<file path="src/rtl/uart_irq_pkg.sv">
package uart_irq_pkg;
  localparam int ADDR_W = 3;
  localparam int BYTE_W = 8;

  typedef enum logic [ADDR_W-1:0] {
    OFS_DATA = 3'd0,
    OFS_IEN  = 3'd1,
    OFS_IDENT = 3'd2,
    OFS_LCTL = 3'd3,
    OFS_MCTL = 3'd4,
    OFS_LSTAT = 3'd5
  } reg_ofs_e;

  // enable byte bit positions
  localparam int EN_RX_BIT = 0;
  localparam int EN_TX_BIT = 1;
  // control byte: divisor access select
  localparam int LC_DIV_BIT = 7;

  localparam logic [BYTE_W-1:0] ID_RX   = 8'h04;
  localparam logic [BYTE_W-1:0] ID_TX   = 8'h02;
  localparam logic [BYTE_W-1:0] ID_NONE = 8'h01;

  localparam logic [BYTE_W-1:0] LS_EMPTY = 8'h60;
  localparam int LS_READY_BIT = 0;
endpackage

</file>
<file path="src/rtl/irq_delay_timer.sv">
module irq_delay_timer #(
  parameter int DELAY_CYC = 45,
  localparam int CNT_W = $clog2(DELAY_CYC + 1)
) (
  input  logic clk,
  input  logic rst,
  input  logic start,
  input  logic cancel,
  output logic running,
  output logic fire
);
  logic [CNT_W-1:0] cnt_q;
  logic             run_q;

  assign running = run_q;
  assign fire    = run_q && (cnt_q == CNT_W'(1)) && !start && !cancel;

  always_ff @(posedge clk) begin
    if (rst) begin
      run_q <= 1'b0;
      cnt_q <= '0;
    end else if (cancel) begin
      run_q <= 1'b0;
    end else if (start) begin
      run_q <= 1'b1;
      cnt_q <= CNT_W'(DELAY_CYC);
    end else if (run_q) begin
      if (cnt_q == CNT_W'(1)) run_q <= 1'b0;
      else cnt_q <= cnt_q - 1'b1;
    end
  end
endmodule

</file>
<file path="src/rtl/tx_holdoff.sv">
module tx_holdoff #(
  parameter int DELAY_CYC = 45,
  localparam int LIM = DELAY_CYC + 1,
  localparam int CNT_W = $clog2(LIM + 1)
) (
  input  logic clk,
  input  logic rst,
  input  logic post,
  output logic expired
);
  logic [CNT_W-1:0] age_q;

  assign expired = (age_q > CNT_W'(DELAY_CYC));

  always_ff @(posedge clk) begin
    if (rst) age_q <= CNT_W'(LIM);
    else if (post) age_q <= '0;
    else if (age_q != CNT_W'(LIM)) age_q <= age_q + 1'b1;
  end
endmodule

</file>
<file path="src/rtl/uart_irq_front.sv">
module uart_irq_front
  import uart_irq_pkg::*;
#(
  parameter int DELAY_CYC = 45
) (
  input  logic              clk,
  input  logic              rst,
  input  logic              bus_req,
  input  logic              bus_we,
  input  logic [ADDR_W-1:0] bus_addr,
  input  logic [BYTE_W-1:0] bus_wdata,
  output logic [BYTE_W-1:0] bus_rdata,
  output logic              rd_valid,
  input  logic              rx_valid,
  input  logic [BYTE_W-1:0] rx_data,
  output logic              rx_ready,
  output logic              tx_valid,
  output logic [BYTE_W-1:0] tx_data,
  output logic              irq
);
  logic [BYTE_W-1:0] ien_q, lcr_q, mcr_q;
  logic              rx_pend, tx_pend;

  logic dlab, acc_rd, acc_wr, data_rd, data_wr, ien_wr, id_rd;
  logic wr_tx_en, wr_rx_en;
  logic tx_start, tx_cancel, tx_fire, tx_run, tx_now, hold_exp;
  logic rx_start, rx_cancel, rx_fire, rx_run;

  assign dlab    = lcr_q[LC_DIV_BIT];
  assign acc_rd  = bus_req && !bus_we;
  assign acc_wr  = bus_req && bus_we;
  assign data_rd = acc_rd && (bus_addr == OFS_DATA) && !dlab;
  assign data_wr = acc_wr && (bus_addr == OFS_DATA) && !dlab;
  assign ien_wr  = acc_wr && (bus_addr == OFS_IEN) && !dlab;
  assign id_rd   = acc_rd && (bus_addr == OFS_IDENT);

  assign wr_tx_en = bus_wdata[EN_TX_BIT];
  assign wr_rx_en = bus_wdata[EN_RX_BIT];

  assign rx_ready = data_rd && rx_valid;

  // transmit scheduling
  assign tx_now    = ien_wr && wr_tx_en && hold_exp;
  assign tx_start  = (data_wr && ien_q[EN_TX_BIT]) || (ien_wr && wr_tx_en && !hold_exp);
  assign tx_cancel = (ien_wr && !wr_tx_en) || tx_now;

  // receive scheduling
  assign rx_start  = (ien_wr && wr_rx_en && rx_valid) ||
                     (ien_q[EN_RX_BIT] && rx_valid && !rx_pend && !rx_run && !data_rd && !ien_wr);
  assign rx_cancel = ien_wr && !wr_rx_en;

  irq_delay_timer #(.DELAY_CYC(DELAY_CYC)) u_tx_tmr (
    .clk(clk), .rst(rst), .start(tx_start), .cancel(tx_cancel),
    .running(tx_run), .fire(tx_fire)
  );

  irq_delay_timer #(.DELAY_CYC(DELAY_CYC)) u_rx_tmr (
    .clk(clk), .rst(rst), .start(rx_start), .cancel(rx_cancel),
    .running(rx_run), .fire(rx_fire)
  );

  tx_holdoff #(.DELAY_CYC(DELAY_CYC)) u_hold (
    .clk(clk), .rst(rst), .post(tx_fire || tx_now), .expired(hold_exp)
  );

  // pending bits and registers
  always_ff @(posedge clk) begin
    if (rst) begin
      ien_q   <= '0;
      lcr_q   <= '0;
      mcr_q   <= '0;
      rx_pend <= 1'b0;
      tx_pend <= 1'b0;
    end else begin
      if (ien_wr) ien_q <= bus_wdata;
      if (acc_wr && bus_addr == OFS_LCTL) lcr_q <= bus_wdata;
      if (acc_wr && bus_addr == OFS_MCTL) mcr_q <= bus_wdata;

      if (tx_fire || tx_now) tx_pend <= 1'b1;
      if (data_wr || (ien_wr && !wr_tx_en) || (id_rd && !rx_pend && tx_pend))
        tx_pend <= 1'b0;

      if (rx_fire && rx_valid) rx_pend <= 1'b1;
      if (data_rd || rx_cancel) rx_pend <= 1'b0;
    end
  end

  assign irq = rx_pend || tx_pend;

  // outgoing stream
  always_ff @(posedge clk) begin
    if (rst) begin
      tx_valid <= 1'b0;
      tx_data  <= '0;
    end else begin
      tx_valid <= data_wr;
      if (data_wr) tx_data <= bus_wdata;
    end
  end

  // registered read path
  logic [BYTE_W-1:0] rd_mux;
  always_comb begin
    rd_mux = '0;
    case (bus_addr)
      OFS_DATA:  rd_mux = (!dlab && rx_valid) ? rx_data : '0;
      OFS_IEN:   rd_mux = dlab ? '0 : ien_q;
      OFS_IDENT: rd_mux = rx_pend ? ID_RX : (tx_pend ? ID_TX : ID_NONE);
      OFS_LCTL:  rd_mux = lcr_q;
      OFS_MCTL:  rd_mux = mcr_q;
      OFS_LSTAT: begin
        rd_mux = LS_EMPTY;
        rd_mux[LS_READY_BIT] = rx_valid;
      end
      default:   rd_mux = '0;
    endcase
  end

  always_ff @(posedge clk) begin
    if (rst) begin
      rd_valid  <= 1'b0;
      bus_rdata <= '0;
    end else begin
      rd_valid <= acc_rd;
      if (acc_rd) bus_rdata <= rd_mux;
    end
  end
endmodule

</file>
<file path="config.mk">
export PLATFORM = sky130hd
export DESIGN_NAME = uart_irq_front
export DESIGN_NICKNAME = d
export VERILOG_FILES = /design/src/rtl/uart_irq_pkg.sv /design/src/rtl/irq_delay_timer.sv /design/src/rtl/tx_holdoff.sv /design/src/rtl/uart_irq_front.sv
export SDC_FILE = /design/constraint.sdc
export NUM_CORES = 1
export LEC_CHECK = 0
export ABC_AREA = 1
export BUFFER_PORTS_ARGS = -buffer_cell sky130_fd_sc_hd__buf_2
export CAP_MARGIN = 20
export CORE_ASPECT_RATIO = 1.1
export CORE_UTILIZATION = 40
export DETAILED_ROUTE_END_ITERATION = 8
export GPL_TIMING_DRIVEN = 1
export SYNTH_ARGS = -nofsm -noshare
export SYNTH_HDL_FRONTEND = slang
export SYNTH_HIERARCHICAL = 1
export SYNTH_SLANG_ARGS = --single-unit
</file>
<file path="constraint.sdc">
create_clock -name clk -period 2.2 [get_ports clk]
set_input_delay 0.33 -clock clk [delete_from_list [all_inputs] [get_ports clk]]
set_output_delay 0.33 -clock clk [all_outputs]
set_load 0.02 [all_outputs]
</file>
==> qor.yml <==
status: "finished, final reports clean"
core_area_um2: 8000
n_antenna_cell: 0
finalWeightedCongestion: 0.864
tns_ps: 0
power_frac_comb_pct: 18.6
clkSlewWorstSetupHoldPaths_ps: 70
cts_tree: "yes"
async_flop_share_pct: 0
cap_violations: 0
ys_seq_area_share_pct: 38.4
end_kind: "flop"
drive_gt1_share_pct: 22.1
internal_power_uw: 2090
period_minus_slack_ps: 1970
hold_path.class: "in2reg"
crit_required_ps: 2440
clock_latency_ps: 350
power.density_nw_per_um2: 756
htreeDepth: 3
start_kind: "flop"
rsz0062_at_grt: "true"
track_usage_pct: 20.5
synth_edf_count: 0
max_freq_mhz: 508
first_iter_violations: 102
port_buffers: 43
skew_ps: 11.7
design_area_um2: 3930
area_delta_synth_final_pct: 17.8
vias: 3129
worstSetupPathType: "reg2reg"
hold_viol: 0
dp_hpwl_um: 6170
routedWlPerCell_um: 13.0
ctsHoldBuffers: 0
wirelength_um: 8190
numCtsBuffers: 9
setup_viol: 0
synth_area_per_cell_um2: 7.15
dieArea_um2: 8710
drc_errors: 0
relSlewSlack_pct: 68.3
final_nets: 551
worstMarginPinSlew_ps: 475
crit_arrival_ps: 2210
ant_nets: 0
pwr-share-seq_pct: 43.3
ir_worst_vdd_mv: 0.472
netSwitchingPower_uw: 884
die_h_um: 97.8
ys_ff_latch: 64
critPathMaxFanout: 5
yosysWarnings: 6
placed_area_um2: 3680
setup_slack_ps: 233
total_power_uw: 2970
root_buffer: "clkbuf_8"
clk_path_buf_depth: 2
grt-ovfl-total: 0
synth_cell_types: 28
grt_pass1_vias: 2952
first_pass_iters: 4
antenna_found_initial: 0
netlist_instances: 467
reg2reg_slack_ps: 230
cts_sinks: 64
preCtsSetupSlack_ps: 77.2
viasPerCell: 4.95
p_leak_uw: 0.00176
die_width_um: 89.1
synth_area_um2: 3340
swShare_pct: 29.7
num-fill-cells: 849
finalCritPeriodShare_pct: 89.4
clockPowerShare_pct: 38.1
grt_pass1_wl_um: 13500
grt_max_degree: 23
synth_nets: 499
final_max_slew_viol_count: 0
synthFlopType: "dfxtp_1"
start_util_pct: 41.7
core.rowCount: 34
ios: 44
## area by class of cell
| class | instances | area [um2] | area share [%] |
|---|---|---|---|
| timing repair buffer | 51 | 275 | 7.00 |
| inverter | 54 | 203 | 5.16 |
| clock inverter | 5 | 80.1 | 2.04 |
| clock buffer | 11 | 141 | 3.60 |
| sequential | 64 | 1280 | 32.7 |
| multi-input combinational | 339 | 1810 | 46.1 |
| tap | 108 | 135 | 3.44 |
## power by group through the flow
stage	Sequential [uW]	Combinational, uW	Clock, uW
6_report	1290	554	1130
5_1_grt	1300	625	1230
4_1_cts	1280	543	1160
3_5_place_dp	1310	538	0
3_3_place_gp	1310	536	0
2_1_floorplan	1310	393	0
## placed cells by master, fill, tap and decap left out, types with 2 or more instances in the layout
master       n
nand2_1     88
dfxtp_1     62
nor2_1      61
inv_1       46
buf_2       43
nand3_1     42
a21oi_1     33
o21ai_0     32
nand4_1     15
o21ai_1     10
clkbuf_8    10
nor2_4       9
inv_2        8
nor2_2       8
buf_4        8
ha_1         8
nand2_2      7
nand2_4      4
nor3_1       4
nand3_2      3
xor2_1       3
clkinvlp_4   2
bufinv_16    2
dfxtp_2      2
nand4_4      2
a21oi_4      2
nand3b_1     2
a21oi_2      2
## through the flow
stage,hold WS (ps),util (%),cells
after floorplan,392,-,467
after global placement,433,46.0,616
after detailed placement,439,46.0,616
after CTS,184,48.8,632
after global routing,177,49.2,632
final,192,49.2,632
## routing by layer
metal	track usage [%]	vias to the layer above	wire length, um
met2	35.8	47	4130
met4	11.6	0	236
met1	22.5	1428	3590
met5	0	-	0
li1	-	1636	-
met3	4.14	18	237
## cell families after synthesis
kind of cell,share of synthesized area (%)
DFF,38.4
AOI/OAI and AO/OA,13.0
and+or+nand+nor,36.7
xor gates and xnor gates,0.787
adders and majority gates,3.00
buffers and inverters,8.13
## cells in the mapped netlist (4+ instances only)
cell / count / area, um2
nand2_1: 88 / 330
dfxtp_1: 64 / 1280
nor2_1: 62 / 233
inv_1: 47 / 176
nand3_1: 42 / 210
a21oi_1: 33 / 165
o21ai_0: 32 / 160
nand4_1: 15 / 93.8
o21ai_1: 10 / 50.1
nor2_4: 9 / 101
ha_1: 8 / 100
inv_2: 7 / 26.3
nand2_2: 7 / 43.8
nor2_2: 7 / 43.8
nor3_1: 5 / 25.0
buf_2: 4 / 20.0
nand2_4: 4 / 45.0
## flip-flops by register name, indices dropped and copies added (netlist names)
signal            flops
tx_data               8
u_rx_tmr/cnt_q        6
u_rx_tmr/running      1
ien_q                 8
lcr_q                 8
mcr_q                 8
u_tx_tmr/running      1
rx_pend               1
tx_pend               1
tx_valid              1
bus_rdata             8
u_hold/age_q          6
rd_valid              1
u_tx_tmr/cnt_q        6
## path summary, 6_finish.rpt
| check | from | endpoint | cells past startpoint |
|---|---|---|---|
| setup reg to reg | u_hold/age_q[0] | u_tx_tmr/cnt_q[2] | 12 |
| setup / recovery | u_hold/age_q[0] | u_tx_tmr/cnt_q[2] | 12 |
| hold reg to reg | tx_data[4] | tx_data[4] | 2 |
| hold / removal | bus_we | rd_valid | 2 |
## critical path: stages (launching register included)
cell     delay (ps)
dfxtp_2         350
inv_1           120
ha_1            160
nor2_1           40
a21oi_1         180
nor2_2           90
nand4_1         130
nand2_1          90
buf_4           160
nor3_2          220
nand2_1         120
o21ai_0         170
nor2_1           50
## repair_timing
item                                    4_1_cts  5_1_grt
buffers inserted                              0        0
hold endpoints to repair                      0        0
endpoints found under the setup margin        0       13
gates resized for setup                       0        8
(Power assumes the default switching activity.)
